===== config.mk =====
export PLATFORM = sky130hd
export DESIGN_NAME = trig_seq_emu
export DESIGN_NICKNAME = d
export VERILOG_FILES = /design/src/rtl/trig_seq_pkg.sv /design/src/rtl/trig_seq_ctrl.sv /design/src/rtl/trig_seq_dp.sv /design/src/rtl/trig_seq_emu.sv
export SDC_FILE = /design/constraint.sdc
export NUM_CORES = 1
export LEC_CHECK = 0
export ABC_CLOCK_PERIOD_IN_PS = 14630
export BUFFER_PORTS_ARGS = -buffer_cell sky130_fd_sc_hd__buf_2
export CORE_MARGIN = 2
export CORE_UTILIZATION = 45
export CTS_CLUSTER_DIAMETER = 120
export DETAILED_ROUTE_END_ITERATION = 10
export GPL_ROUTABILITY_DRIVEN = 0
export SLEW_MARGIN = 20
export SYNTH_ARGS = -nofsm -noshare
export SYNTH_HDL_FRONTEND = slang
export SYNTH_SLANG_ARGS = --single-unit

===== constraint.sdc =====
create_clock -name clk -period 14.63 [get_ports clk]
set_input_delay 2.926 -clock clk [delete_from_list [all_inputs] [get_ports clk]]
set_output_delay 2.926 -clock clk [all_outputs]
set_load 0.03 [all_outputs]

===== src/rtl/trig_seq_pkg.sv =====
package trig_seq_pkg;
  localparam int BID_W   = 12;
  localparam int EVT_W   = 13;
  localparam int TS_W    = 16;
  localparam int RND_W   = 16;
  localparam int L1BID_W = 2;

  localparam logic [RND_W-1:0] RND_MASK = 16'hB400;
  localparam logic [RND_W-1:0] SEED_L0  = 16'hACE1;
  localparam logic [RND_W-1:0] SEED_L1  = 16'h1D2B;

  // strobes from control to datapath
  typedef struct packed {
    logic push;
    logic pop;
    logic l1Acc;
  } strobe_t;

  // one queued event
  typedef struct packed {
    logic [TS_W-1:0]  ts;
    logic [BID_W-1:0] bid;
  } entry_t;

  function automatic logic [RND_W-1:0] rndStep(input logic [RND_W-1:0] x);
    return (x >> 1) ^ (x[0] ? RND_MASK : '0);
  endfunction
endpackage


===== src/rtl/trig_seq_ctrl.sv =====
module trig_seq_ctrl
  import trig_seq_pkg::*;
#(
  parameter int DEPTH = 8,
  parameter int CNT_W = $clog2(DEPTH) + 1
) (
  input  logic             clk,
  input  logic             rst,
  input  logic [BID_W-1:0] cfgBidMax,
  input  logic [RND_W-1:0] cfgL0Thresh,
  input  logic [RND_W-1:0] cfgL1Thresh,
  input  logic [TS_W-1:0]  cfgLatency,
  input  logic [TS_W-1:0]  cfgSpacing,
  input  logic [CNT_W-1:0] fifoCount,
  input  logic [TS_W-1:0]  headTs,
  output strobe_t          strobes,
  output logic [BID_W-1:0] bidNow,
  output logic [TS_W-1:0]  timeNow
);
  localparam logic [CNT_W-1:0] FULL_CNT = CNT_W'(DEPTH);
  localparam logic [TS_W-1:0]  GAP_SAT  = '1;

  logic [RND_W-1:0] rndL0, rndL1;
  logic [TS_W-1:0]  gapCnt;
  logic [TS_W-1:0]  headAge;
  logic             fifoFull, fifoEmpty;
  logic             ageOk, gapOk;

  always_ff @(posedge clk) begin
    if (rst) begin
      bidNow  <= '0;
      timeNow <= '0;
      rndL0   <= SEED_L0;
      rndL1   <= SEED_L1;
      gapCnt  <= GAP_SAT;
    end else begin
      bidNow  <= (bidNow == cfgBidMax) ? '0 : bidNow + 1'b1;
      timeNow <= timeNow + 1'b1;
      rndL0   <= rndStep(rndL0);
      rndL1   <= rndStep(rndL1);
      if (strobes.pop)
        gapCnt <= TS_W'(1);
      else if (gapCnt != GAP_SAT)
        gapCnt <= gapCnt + 1'b1;
    end
  end

  always_comb begin
    fifoFull      = (fifoCount == FULL_CNT);
    fifoEmpty     = (fifoCount == '0);
    headAge       = timeNow - headTs;
    ageOk         = (headAge >= cfgLatency);
    gapOk         = (gapCnt >= cfgSpacing);
    strobes.push  = (rndL0 < cfgL0Thresh) && !fifoFull;
    strobes.pop   = !fifoEmpty && ageOk && gapOk;
    strobes.l1Acc = (rndL1 < cfgL1Thresh);
  end


  bid_wrap_chk: assert property (@(posedge clk) disable iff (rst)
    (bidNow == cfgBidMax) |=> (bidNow == '0));


  l1_gap_chk: assert property (@(posedge clk) disable iff (rst)
    (strobes.pop && cfgSpacing > TS_W'(1)) |=> (!strobes.pop || cfgSpacing <= TS_W'(1)));


  no_l0_at_zero_chk: assert property (@(posedge clk) disable iff (rst)
    (cfgL0Thresh == '0) |-> !strobes.push);
endmodule


===== src/rtl/trig_seq_dp.sv =====
module trig_seq_dp
  import trig_seq_pkg::*;
#(
  parameter int DEPTH = 8,
  parameter int CNT_W = $clog2(DEPTH) + 1
) (
  input  logic               clk,
  input  logic               rst,
  input  strobe_t            strobes,
  input  logic [BID_W-1:0]   bidNow,
  input  logic [TS_W-1:0]    timeNow,
  output logic [CNT_W-1:0]   fifoCount,
  output logic [TS_W-1:0]    headTs,
  output logic               l0Valid,
  output logic [BID_W-1:0]   l0Bid,
  output logic [EVT_W-1:0]   l0Evt,
  output logic               l1Valid,
  output logic               l1Accept,
  output logic [L1BID_W-1:0] l1Bid
);
  localparam int PTR_W = (DEPTH > 1) ? $clog2(DEPTH) : 1;
  localparam logic [PTR_W-1:0] LAST_PTR = PTR_W'(DEPTH - 1);

  entry_t           mem [DEPTH];
  logic [PTR_W-1:0] wrPtr, rdPtr;
  logic [EVT_W-1:0] evtCnt;
  entry_t           headEntry;

  assign headEntry = mem[rdPtr];
  assign headTs    = headEntry.ts;

  always_ff @(posedge clk) begin
    if (strobes.push)
      mem[wrPtr] <= '{ts: timeNow, bid: bidNow};
  end

  always_ff @(posedge clk) begin
    if (rst) begin
      wrPtr     <= '0;
      rdPtr     <= '0;
      fifoCount <= '0;
      evtCnt    <= '0;
    end else begin
      if (strobes.push)
        wrPtr <= (wrPtr == LAST_PTR) ? '0 : wrPtr + 1'b1;
      if (strobes.pop)
        rdPtr <= (rdPtr == LAST_PTR) ? '0 : rdPtr + 1'b1;
      case ({strobes.push, strobes.pop})
        2'b10:   fifoCount <= fifoCount + 1'b1;
        2'b01:   fifoCount <= fifoCount - 1'b1;
        default: fifoCount <= fifoCount;
      endcase
      if (strobes.push)
        evtCnt <= evtCnt + 1'b1;
    end
  end

  always_ff @(posedge clk) begin
    if (rst) begin
      l0Valid  <= 1'b0;
      l0Bid    <= '0;
      l0Evt    <= '0;
      l1Valid  <= 1'b0;
      l1Accept <= 1'b0;
      l1Bid    <= '0;
    end else begin
      l0Valid  <= strobes.push;
      l0Bid    <= bidNow;
      l0Evt    <= evtCnt;
      l1Valid  <= strobes.pop;
      l1Accept <= strobes.l1Acc;
      l1Bid    <= headEntry.bid[L1BID_W-1:0];
    end
  end


  no_overflow_chk: assert property (@(posedge clk) disable iff (rst)
    strobes.push |-> (fifoCount < CNT_W'(DEPTH)));


  no_underflow_chk: assert property (@(posedge clk) disable iff (rst)
    strobes.pop |-> (fifoCount != '0));


  evt_step_chk: assert property (@(posedge clk) disable iff (rst)
    (l0Valid && strobes.push) |=> (l0Evt == $past(l0Evt) + 1'b1));
endmodule


===== src/rtl/trig_seq_emu.sv =====
module trig_seq_emu
  import trig_seq_pkg::*;
#(
  parameter int DEPTH = 8
) (
  input  logic               clk,
  input  logic               rst,
  input  logic [BID_W-1:0]   cfgBidMax,
  input  logic [RND_W-1:0]   cfgL0Thresh,
  input  logic [RND_W-1:0]   cfgL1Thresh,
  input  logic [TS_W-1:0]    cfgLatency,
  input  logic [TS_W-1:0]    cfgSpacing,
  output logic               l0Valid,
  output logic [BID_W-1:0]   l0Bid,
  output logic [EVT_W-1:0]   l0Evt,
  output logic               l1Valid,
  output logic               l1Accept,
  output logic [L1BID_W-1:0] l1Bid
);
  localparam int CNT_W = $clog2(DEPTH) + 1;

  strobe_t          strobes;
  logic [CNT_W-1:0] fifoCount;
  logic [TS_W-1:0]  headTs;
  logic [BID_W-1:0] bidNow;
  logic [TS_W-1:0]  timeNow;

  trig_seq_ctrl #(.DEPTH(DEPTH), .CNT_W(CNT_W)) u_ctrl (
    .clk(clk), .rst(rst),
    .cfgBidMax(cfgBidMax), .cfgL0Thresh(cfgL0Thresh), .cfgL1Thresh(cfgL1Thresh),
    .cfgLatency(cfgLatency), .cfgSpacing(cfgSpacing),
    .fifoCount(fifoCount), .headTs(headTs),
    .strobes(strobes), .bidNow(bidNow), .timeNow(timeNow)
  );

  trig_seq_dp #(.DEPTH(DEPTH), .CNT_W(CNT_W)) u_dp (
    .clk(clk), .rst(rst),
    .strobes(strobes), .bidNow(bidNow), .timeNow(timeNow),
    .fifoCount(fifoCount), .headTs(headTs),
    .l0Valid(l0Valid), .l0Bid(l0Bid), .l0Evt(l0Evt),
    .l1Valid(l1Valid), .l1Accept(l1Accept), .l1Bid(l1Bid)
  );
endmodule


=== After elaboration in Yosys (flattened, before gate mapping) ===
Memories as Yosys holds them, arrays and structs flattened. A register that Yosys moved wholly into a read port is not among the register bits.
Index checks and enable logic that the tools add are counted.

* Memory bits (writable): 224
* Bits of input ports: 78
* Bits in registers: 129
* Word-level logic and storage cells: 60
* Output and inout port bits: 30
* Memories: 1

* Equality and inequality tests: 7
* Add/sub/neg operators: 9
* Multiplexer cells: 11
* Bitwise gates (word level): 2
* Reduce and logical (&&, ||, !) cells: 10
* Order comparisons: 4

{| class="wikitable"
|+ Memories
! memory !! words !! width !! read ports !! clocked after Yosys merged registers in !! wr ports !! RTL line !! text
|-
| u_dp.mem || 8 || 28 || 1 || 1 || 1 || trig_seq_dp.sv:24 || <nowiki>entry_t mem [DEPTH];</nowiki>
|}

{| class="wikitable"
|+ Operator list
! operator !! number
|-
| $mux 16 || 4
|-
| $add 16x1->16 const B || 2
|-
| $ge 16x16->1 || 2
|-
| $lt 16x16->1 || 2
|-
| $xor 15x16->16 || 2
|-
| $ne 16x16->1 const B || 1
|-
| $sub 16x16->16 || 1
|-
| $add 13x1->13 const B || 1
|-
| $add 12x1->12 const B || 1
|-
| $eq 12x12->1 || 1
|-
| $mux 3 || 4
|-
| $pmux 4 s2 || 1
|-
| $add 3x1->3 const B || 2
|-
| $eq 3x3->1 const B || 2
|-
| $add 4x1->4 const B || 1
|-
| $eq 4x4->1 const B || 1
|-
| $logic_not 4->1 || 1
|-
| $reduce_bool 2->1 || 2
|-
| $reduce_or 2->1 || 2
|-
| $sub 4x1->4 const B || 1
|-
| $logic_and 1x1->1 || 3
|-
| $eq 2x1->1 const B || 1
|-
| $eq 2x2->1 const B || 1
|-
| $logic_not 1->1 || 2
|-
| $mux 1 || 2
|}

=== Longest topological paths before layout ===
Gate-level depths: netlist of the first run.

* Word-level depth: 6
* Mapped depth: 26

=== Modules after synthesis ===
Synthesis of the first run repeated with hierarchy kept, for this count alone.

* Cells, all modules: 1045
* Area, all modules: 12844.8 sq um

{| class="wikitable"
|+ By module, submodules not included
! module !! area each (sq um) !! times used !! cells each
|-
| trig_seq_dp || 7637.3 || 1 || 419
|-
| trig_seq_ctrl || 5207.5 || 1 || 626
|}

=== Least setup slack after synthesis of the first run ===
OpenSTA, ideal clock, no wires.

* Kind: input-to-reg
* Start: input port cfgL0Thresh[9]
* End: memory u_dp.mem[4][0] (netlist name), enable pin
* Cell stages on the path: 9
* Data arrival time: 6.405 ns
* Path slack: 7.779 ns
* Required time: 14.184 ns
* Path through: inv_1 > ha_1 > a21o_1 > a221o_1 > a211oi_2 > o21ai_2 > buf_6 > buf_2 > nor4b_1

* Cells in the longest elaborated chain, start to end: 4

{| class="wikitable"
|+ RTL lines
! what !! RTL line !! text
|-
| start, declared || trig_seq_emu.sv:9 || <nowiki>input logic [RND_W-1:0] cfgL0Thresh,</nowiki>
|-
| $lt 16x16->1 || trig_seq_ctrl.sv:54 || <nowiki>strobes.push = (rndL0 < cfgL0Thresh) && !fifoFull;</nowiki>
|-
| $logic_and 1x1->1 || trig_seq_ctrl.sv:54 ||
|-
| $mux 1 || trig_seq_dp.sv:33 || <nowiki>if (strobes.push)</nowiki>
|-
| $mux 1 (implied by the code) || trig_seq_dp.sv:34 || <nowiki>mem[wrPtr] <= '{ts: timeNow, bid: bidNow};</nowiki>
|-
| end, declared || trig_seq_dp.sv:24 ||
|}

Every way passes these cells.

==> metrics.md, run 1 <==
| Metric | Value |
|---|---|
| Status | `completed` |
| Sw Share | `28.0%` |
| Htree depth | `1` |
| RSZ-0062 raised after global routing | `no` |
| Synthesized flop and latch total | `about 280` |
| Die Footprint | `a little under 0.03 sq mm` |
| Root buffer cell | `clkbuf_16` |
| # DRC | `0` |
| Count of flip-flops with a built-in enable after synthesis | `~140` |
| Starting DRT DRC Count | `roughly 430` |
| Synthesized cell area | `between 0.01 and 0.015 sq mm` |
| Slew @ Worst Pin | `0.780 ns` |
| Nets | `between 1k and 1.5k` |
| Area Overhead vs Synth | `15.6%` |
| Post-Layout Cell Count | `between 1k and 1.5k` |
| Fmax | `about 150 MHz` |
| Dominant synthesized flop cell | `edfxtp_1` |
| Final wirelength | `23700 um` |
| Core Region | `around 0.027 sq mm` |
| Crit path arrival time | `~7 ns` |
| Total number of vias | `slightly below 8k` |
| Final setup violating endpoints | `0` |
| All-Layer GR Usage | `about 17%` |
| HP Class | `flop to flop` |
| Peak VDD IR | `roughly 0.083 mV` |
| Mapped Cells | `999` |
| Dpl hpwl | `roughly 15000 um` |
| Sequential share of the synthesized area | `roughly 56%` |
| Syn Area/Cell | `around 12 sq um` |
| Area taken by multi-input logic gates | `around 0.0051 sq mm` |
| Worst-path clk slew | `~0.060 ns` |
| Register area | `approximately 0.007 sq mm` |
| Pin count of the biggest net entering global routing | `63` |
| Max clock buf depth | `3` |
| Total CTS buffers | `29` |
| Routed WL per cell | `roughly 16 um` |
| Vias in the first global route | `approximately 7.7k` |
| CTS Hold Bufs | `0` |
| Hold_ws | `~0.44 ns` |
| Crit Path Category | `flop to flop` |
| PD cells | `around 150 mW/mm^2` |
| Antenna Nets Post-Route | `0` |
| Worst reg2reg setup slack | `~8.0 ns` |
| Ports | `~110` |
| Die height | `around 170 um` |
| Design internal power | `1560 uW` |
| Initial Util | `between 40% and 50%` |
| Max_slew headroom | `roughly 48%` |
| Sequential Power Share | `about 43%` |
| Post-CTS Resized | `0` |
| # Post-CTS Setup Buffers | `0` |
| CTS tree | `built` |
| Max FO, Critical Path | `22` |
| CP Data Required Time | `15.03 ns` |
| Tot Pwr | `about 2200 uW` |
| Commonest non-fill, non-tap cell in the layout | `edfxtp_1` |
| Inst Count DP | `roughly 1.4k` |
| Die Wd | `170 um` |
| Grt ovf | `0` |
| Share of cells above drive strength 1 | `approximately a fifth` |
| Ant diodes | `0` |
| Fin util | `a little over half` |
| Worst clock skew | `~0.011 ns` |
| Post-Syn Nets | `between 1k and 1.5k` |
| Net switching power | `606 uW` |
| Antenna violations before repair | `0` |
| Number of max-cap violations | `0` |
| Worst Setup Start Kind | `flop` |
| Tmin final | `6.61 ns` |
| Crit end category | `flop` |
| Port buffer count | `approximately 110` |
| Clock sink count | `276` |
| Final cycle utilization of the critical path | `around 45%` |
| Leakage power | `0.00579 uW` |
| Combinational Power Share | `between 20% and 30%` |
| Max Slew Vio Count | `0` |
| Setup_tns | `0 ns` |
| First-pass GRT wire length | `roughly 40000 um` |
| Clock power frac | `between 30 and 40%` |
| Post-synth ARST share | `0%` |
| Hold Crit Depth | `1` |
| Fin. Hold Viols | `0` |
| Vias/cell | `5.19` |
| Fillers | `2348` |
| Yosys warning count | `0` |
| Row count | `60` |
| Pre-antenna DRT Iters | `4` |
| R2R cell count | `24` |
| Clock Latency Late Sink | `0.54 ns` |
| Synth unique cells | `54` |
| Most frequent cells in the layout | `144 x edfxtp_1, 131 x dfxtp_1, 106 x buf_2, 89 x ha_1, 72 x inv_1` |
## path summary, 6_finish.rpt
check / startpoint / to
max: flop / u_dp.fifoCount[3]
min: u_ctrl.rndL1[2] / u_ctrl.rndL1[1]
max reg2reg: flop / u_dp.fifoCount[3]
min reg2reg: u_ctrl.rndL1[2] / u_ctrl.rndL1[1]
## logic make-up after synthesis
| kind of cell | after synthesis | share of synthesized area, % |
|---|---|---|
| AOI/OAI and AO/OA | 136 | 6.90 |
| xor gates and xnor gates | 73 | 5.14 |
| adders and majority gates | 90 | 9.11 |
| buffers and inverters | 103 | 3.22 |
| DFF | 276 | 56.0 |
| muxes | 64 | 8.80 |
| and+or+nand+nor | 257 | 10.8 |
## metal layers
metal / GRT usage [%] / wire length [um]
met1: 23.9 / 11500
met2: 27.3 / 11000
met3: 2.51 / 816
met4: 3.57 / 368
met5: 0 / 0
## worst max-delay path, stage by stage, from the launching register on
cell	delay [ns]
dfxtp_2	0.70
buf_4	0.49
mux4_2	0.55
mux2i_1	0.16
ha_1	0.30
a21o_1	0.20
a21o_1	0.22
a2111oi_0	0.46
nor2_1	0.17
o41ai_1	0.40
xnor2_1	0.14
ha_1	0.30
nand2_1	0.05
nor2_1	0.14
nand2_1	0.07
o31a_1	0.30
a211oi_2	0.21
buf_4	0.28
ha_1	0.30
or3b_2	0.47
o21ai_0	0.11
nand3b_1	0.10
a21oi_1	0.16
xnor2_1	0.13
nor2_1	0.05
## stage by stage
step | area (sq um) | setup WS (ns)
4_1_cts | 14400 | 7.95
6_report | 14400 | 8.02
3_5_place_dp | 13400 | 7.96
5_1_grt | 14400 | 7.42
3_3_place_gp | 13400 | 8.08
2_1_floorplan | 12400 | 7.78
## power by group through the flow
stage	combinational (uW)	clock [uW]	sequential [uW]
2_1_floorplan	413	0	926
4_1_cts	519	742	931
3_5_place_dp	516	0	947
6_report	509	725	930
5_1_grt	580	776	940
3_3_place_gp	507	0	947
## state kept, by name (all words and copies together) (netlist names), named ones only
signal / count
u_dp.mem: 144
u_ctrl.gapCnt: 16
u_ctrl.rndL0: 16
u_ctrl.rndL1: 16
u_ctrl.timeNow: 16
u_dp.evtCnt: 13
u_dp.l0Evt: 13
u_ctrl.bidNow: 12
u_dp.l0Bid: 12
u_dp.fifoCount: 4
u_dp.rdPtr: 3
u_dp.wrPtr: 3
u_dp.l1Bid: 2
u_dp.l0Valid: 1
u_dp.l1Accept: 1
u_dp.l1Valid: 1
## final cells by class
cell class              count  area share, %
clock inverters            10          0.914
multi-input cells         620           35.6
inverters                  73           1.91
clock buffers              44           5.65
flip-flops and latches    276           48.5
repair buffers            122           4.52
well taps                 341           2.97
## synthesized netlist by cell type, types with 9 or more instances
cell type / number / area (sq um)
mux4_2: 36 / 811
nand4_1: 21 / 131
nand3_1: 28 / 140
and3_1: 12 / 75.1
nor3_1: 10 / 50.1
nor2_1: 61 / 229
inv_1: 72 / 270
o21ai_0: 30 / 150
a21o_1: 19 / 143
xor2_1: 31 / 272
dfxtp_1: 132 / 2640
nor2b_1: 39 / 244
nand2_1: 38 / 143
a21oi_1: 43 / 215
edfxtp_1: 144 / 4320
ha_1: 89 / 1110
clkbuf_1: 20 / 75.1
mux2i_1: 25 / 250
xnor2_1: 42 / 368
or2_2: 12 / 75.1
o31ai_1: 9 / 67.6
No activity file was read; power rests on OpenSTA's default activity.
==> run 2: changes to the inputs <==
- ABC_AREA: not set -> 1
- ABC_CLOCK_PERIOD_IN_PS: 14630 -> 6010
- PLACE_DENSITY: not set -> 0.65
- clock period: 14.63 -> 6.01 ns (I/O delays scaled with it)
==> run 2 against run 1 <==
  * Area after synthesis grew 6.2%
  * Largest power group unchanged
  * Clock skew grew 0.014 ns
  * Setup slack lost 7.4 ns
  * Sequential cell count is the same
  * Cell count grew 29%
  * First-iteration DRC count grew 49%
  * Combinational power grew to 3.2 times the previous value
  * Fmax grew 23%
==> metrics.md, run 2 <==
| Metric | Value |
|---|---|
| Mapped Cells | `~1.4k` |
| R2R cell count | `28` |
| Syn Area/Cell | `~9.4 sq um` |
| Port buffer count | `between 100 and 150` |
| Crit Path Category | `flop to flop` |
| CP Data Required Time | `6.46 ns` |
| Ant diodes | `0` |
| Top cells by area, synth | `edfxtp_1 33%, dfxtp_1 20%, ha_1 8.4%` |
| Fmax | `about 190 MHz` |
| Crit path arrival time | `5.81 ns` |
| Antenna violations before repair | `0` |
| Post-synthesis mux area share | `0%` |
| RSZ-0062 raised after global routing | `no` |
| Nets | `roughly 1.7k` |
| PD cells | `around 380 mW/mm^2` |
| Ports | `108` |
| Sequential share of the synthesized area | `between 50% and 60%` |
| Max FO, Critical Path | `38` |
| Die Footprint | `~0.031 sq mm` |
| Synth top cells by count | `200 x nor2_1, 168 x nand2_1, 161 x inv_1, 144 x edfxtp_1, 132 x dfxtp_1` |
| Max Slew Vio Count | `0` |
| CP peak stage delay | `around 0.45 ns` |
| Post-synth ARST share | `0%` |
| Worst-path clk slew | `roughly 0.06 ns` |
| Crit-path slowest cell | `dfxtp_2` |
| Clock sink count | `276` |
| Die Wd | `about 180 um` |
| Most frequent cells in the layout | `200 x nor2_1, 168 x nand2_1, 161 x inv_1, 144 x edfxtp_1, 131 x dfxtp_1` |
| # Post-CTS Setup Buffers | `0` |
| Dpl hpwl | `19200 um` |
| # DRC | `0` |
| Worst R2R End | `u_dp.fifoCount[2]` |
| Yosys warning count | `0` |
| Total CTS buffers | `30` |
| Area taken by multi-input logic gates | `approximately 0.0054 sq mm` |
| Share of cells above drive strength 1 | `~16%` |
| Vias in the first global route | `9412` |
| Hold Startpoint | `u_ctrl.rndL0[3]` |
| Commonest non-fill, non-tap cell in the layout | `nor2_1` |
| Post-Synth Simple-Gate Area | `17.8%` |
| Dominant synthesized flop cell | `edfxtp_1` |
| Synth Area in Adders | `under 10%` |
| Pin count of the biggest net entering global routing | `79` |
| Worst reg2reg setup slack | `0.65 ns` |
| Htree depth | `1` |
| Register area | `approximately 0.0070 sq mm` |
| HP Class | `flop to flop` |
| Max reg flops | `between 100 and 150` |
| Peak VDD IR | `~0.21 mV` |
| Reg with most FFs | `u_dp.mem` |
| First-pass GRT wire length | `approximately 47000 um` |
| Max_slew headroom | `approximately 43%` |
| Fin util | `52.6%` |
| Routed WL per cell | `approximately 15 um` |
| Max clock buf depth | `3` |
| Initial Util | `approximately 46%` |
| Fin. Hold Viols | `0` |
| Crit end category | `flop` |
| Clock Latency Late Sink | `around 0.56 ns` |
| Share of the synthesized area in the top cell type | `32.7%` |
| Worst clock skew | `0.0257 ns` |
| Setup_tns | `0 ns` |
| Slew @ Worst Pin | `about 0.85 ns` |
| Synthesized cell area | `0.0132 sq mm` |
| Row count | `between 60 and 70` |
| Synth unique cells | `57` |
| Synth Area in Compound Gates | `11.0%` |
| Final wirelength | `28800 um` |
| Most frequent cell after synthesis | `nor2_1` |
| Antenna Nets Post-Route | `0` |
| Vias/cell | `5.04` |
| Starting DRT DRC Count | `639` |
| Grt ovf | `0` |
| Status | `completed` |
| Core Region | `around 0.029 sq mm` |
| XOR/XNOR share of the synthesized area | `~3.4%` |
| CTS Hold Bufs | `0` |
| Number of max-cap violations | `0` |
| Die height | `roughly 180 um` |
| Final setup violating endpoints | `0` |
| Tmin final | `roughly 5.4 ns` |
| Yosys top cell by area | `edfxtp_1` |
| Worst Setup Start Kind | `flop` |
| Final cycle utilization of the critical path | `around 89%` |
| Pre-antenna DRT Iters | `5` |
| All-Layer GR Usage | `about a fifth` |
| Hold Crit Depth | `2` |
| Total number of vias | `slightly below 10k` |
| Area Overhead vs Synth | `14.6%` |
| CTS tree | `built` |
| Synthesized flop and latch total | `between 200 and 300` |
| Placed instance area | `between 0.01 and 0.015 sq mm` |
| Root buffer cell | `clkbuf_16` |
| Hold EP | `u_ctrl.rndL0[2]` |
| Post-route cell area | `between 0.015 and 0.02 sq mm` |
| Leakage power | `about 0.0064 uW` |
| Post-Syn Nets | `between 1.5k and 2k` |
| Count of flip-flops with a built-in enable after synthesis | `~140` |
| Largest family of logic cells by synthesized area | `simple AND/OR/NAND/NOR gates` |
| Post-Layout Cell Count | `slightly below 2k` |
| Fillers | `2572` |
| Inst Count DP | `around 1.9k` |
[run 2: changes by cell type after synthesis, moves of 27 or more]
cell,before,now
nor2b_1,39,0
mux4_2,36,0
nor2_1,61,200
xnor2_1,42,15
o21ai_0,30,105
nand3_1,28,62
inv_1,72,161
nand2_1,38,168
[run 2: cells by family after synthesis]
kind of cell               after synthesis
xor gates and xnor gates                50
DFF                                    276
buffers and inverters                  217
adders and majority gates               90
AOI/OAI and AO/OA                      251
and+or+nand+nor                        519
[run 2: what timing repair did]
item	4_1_cts	5_1_grt
gates resized for setup	0	1
hold endpoints to repair	0	0
endpoints found under the setup margin	0	1
[run 2: cell type report]
class / instances / area share [%]
tap: 384 / 3.17
clock inverter: 18 / 1.39
sequential: 276 / 46.0
timing repair buffer: 123 / 4.35
multi-input combinational: 910 / 35.5
inverter: 172 / 4.28
clock buffer: 38 / 5.29
[run 2: layer usage]
layer  part of all wire, %  vias to the layer above  global-route usage, %
met5                     0                        -                      0
met3                   4.9                       29                   2.88
met2                    47                      229                   31.7
met4                   1.5                        0                   3.58
met1                    47                     4472                   25.5
li1                      -                     4946                      -
[run 2: worst max-delay path by stage]
stage / startpoint / end / slack (ns) / cells after the start
floorplan: flop / u_dp.fifoCount[2] / 1.55 / 32
global placement: flop / u_dp.fifoCount[2] / 0.86 / 29
detailed placement: flop / u_dp.fifoCount[2] / 0.71 / 28
CTS: flop / u_dp.fifoCount[2] / 0.68 / 27
global route: flop / u_dp.fifoCount[2] / 0.005 / 30
finish: flop / u_dp.fifoCount[2] / 0.65 / 28
[run 2: critical path: cells and delay by family, from the launching register on]
family	cells	cell delay (ns)
AOI/OAI and AO/OA	12	1.74
xor gates and xnor gates	2	0.33
adders and majority gates	4	1.08
buffers and inverters	6	1.17
DFF	1	0.45
and+or+nand+nor	4	0.45
[run 2: where the power goes]
| group | total (uW) | internal [uW] | leakage (uW) | switching, uW |
|---|---|---|---|---|
| sequential | 2280 | 2150 | 0.00237 | 131 |
| clock | 1860 | 1120 | 0.000492 | 744 |
| combinational | 1610 | 583 | 0.00356 | 1030 |
| total | 5750 | 3850 | 0.00642 | 1900 |
[run 2: stage by stage]
| stage | worst slack [ns] | total power, uW | hold WS (ns) |
|---|---|---|---|
| 5_1_grt | 0.00509 | 6130 | 0.432 |
| 3_5_place_dp | 0.706 | 3930 | 0.418 |
| 6_report | 0.648 | 5750 | 0.411 |
| 4_1_cts | 0.679 | 5800 | 0.413 |
| 3_3_place_gp | 0.860 | 3890 | 0.411 |
| 2_1_floorplan | 1.55 | 3530 | 0.407 |
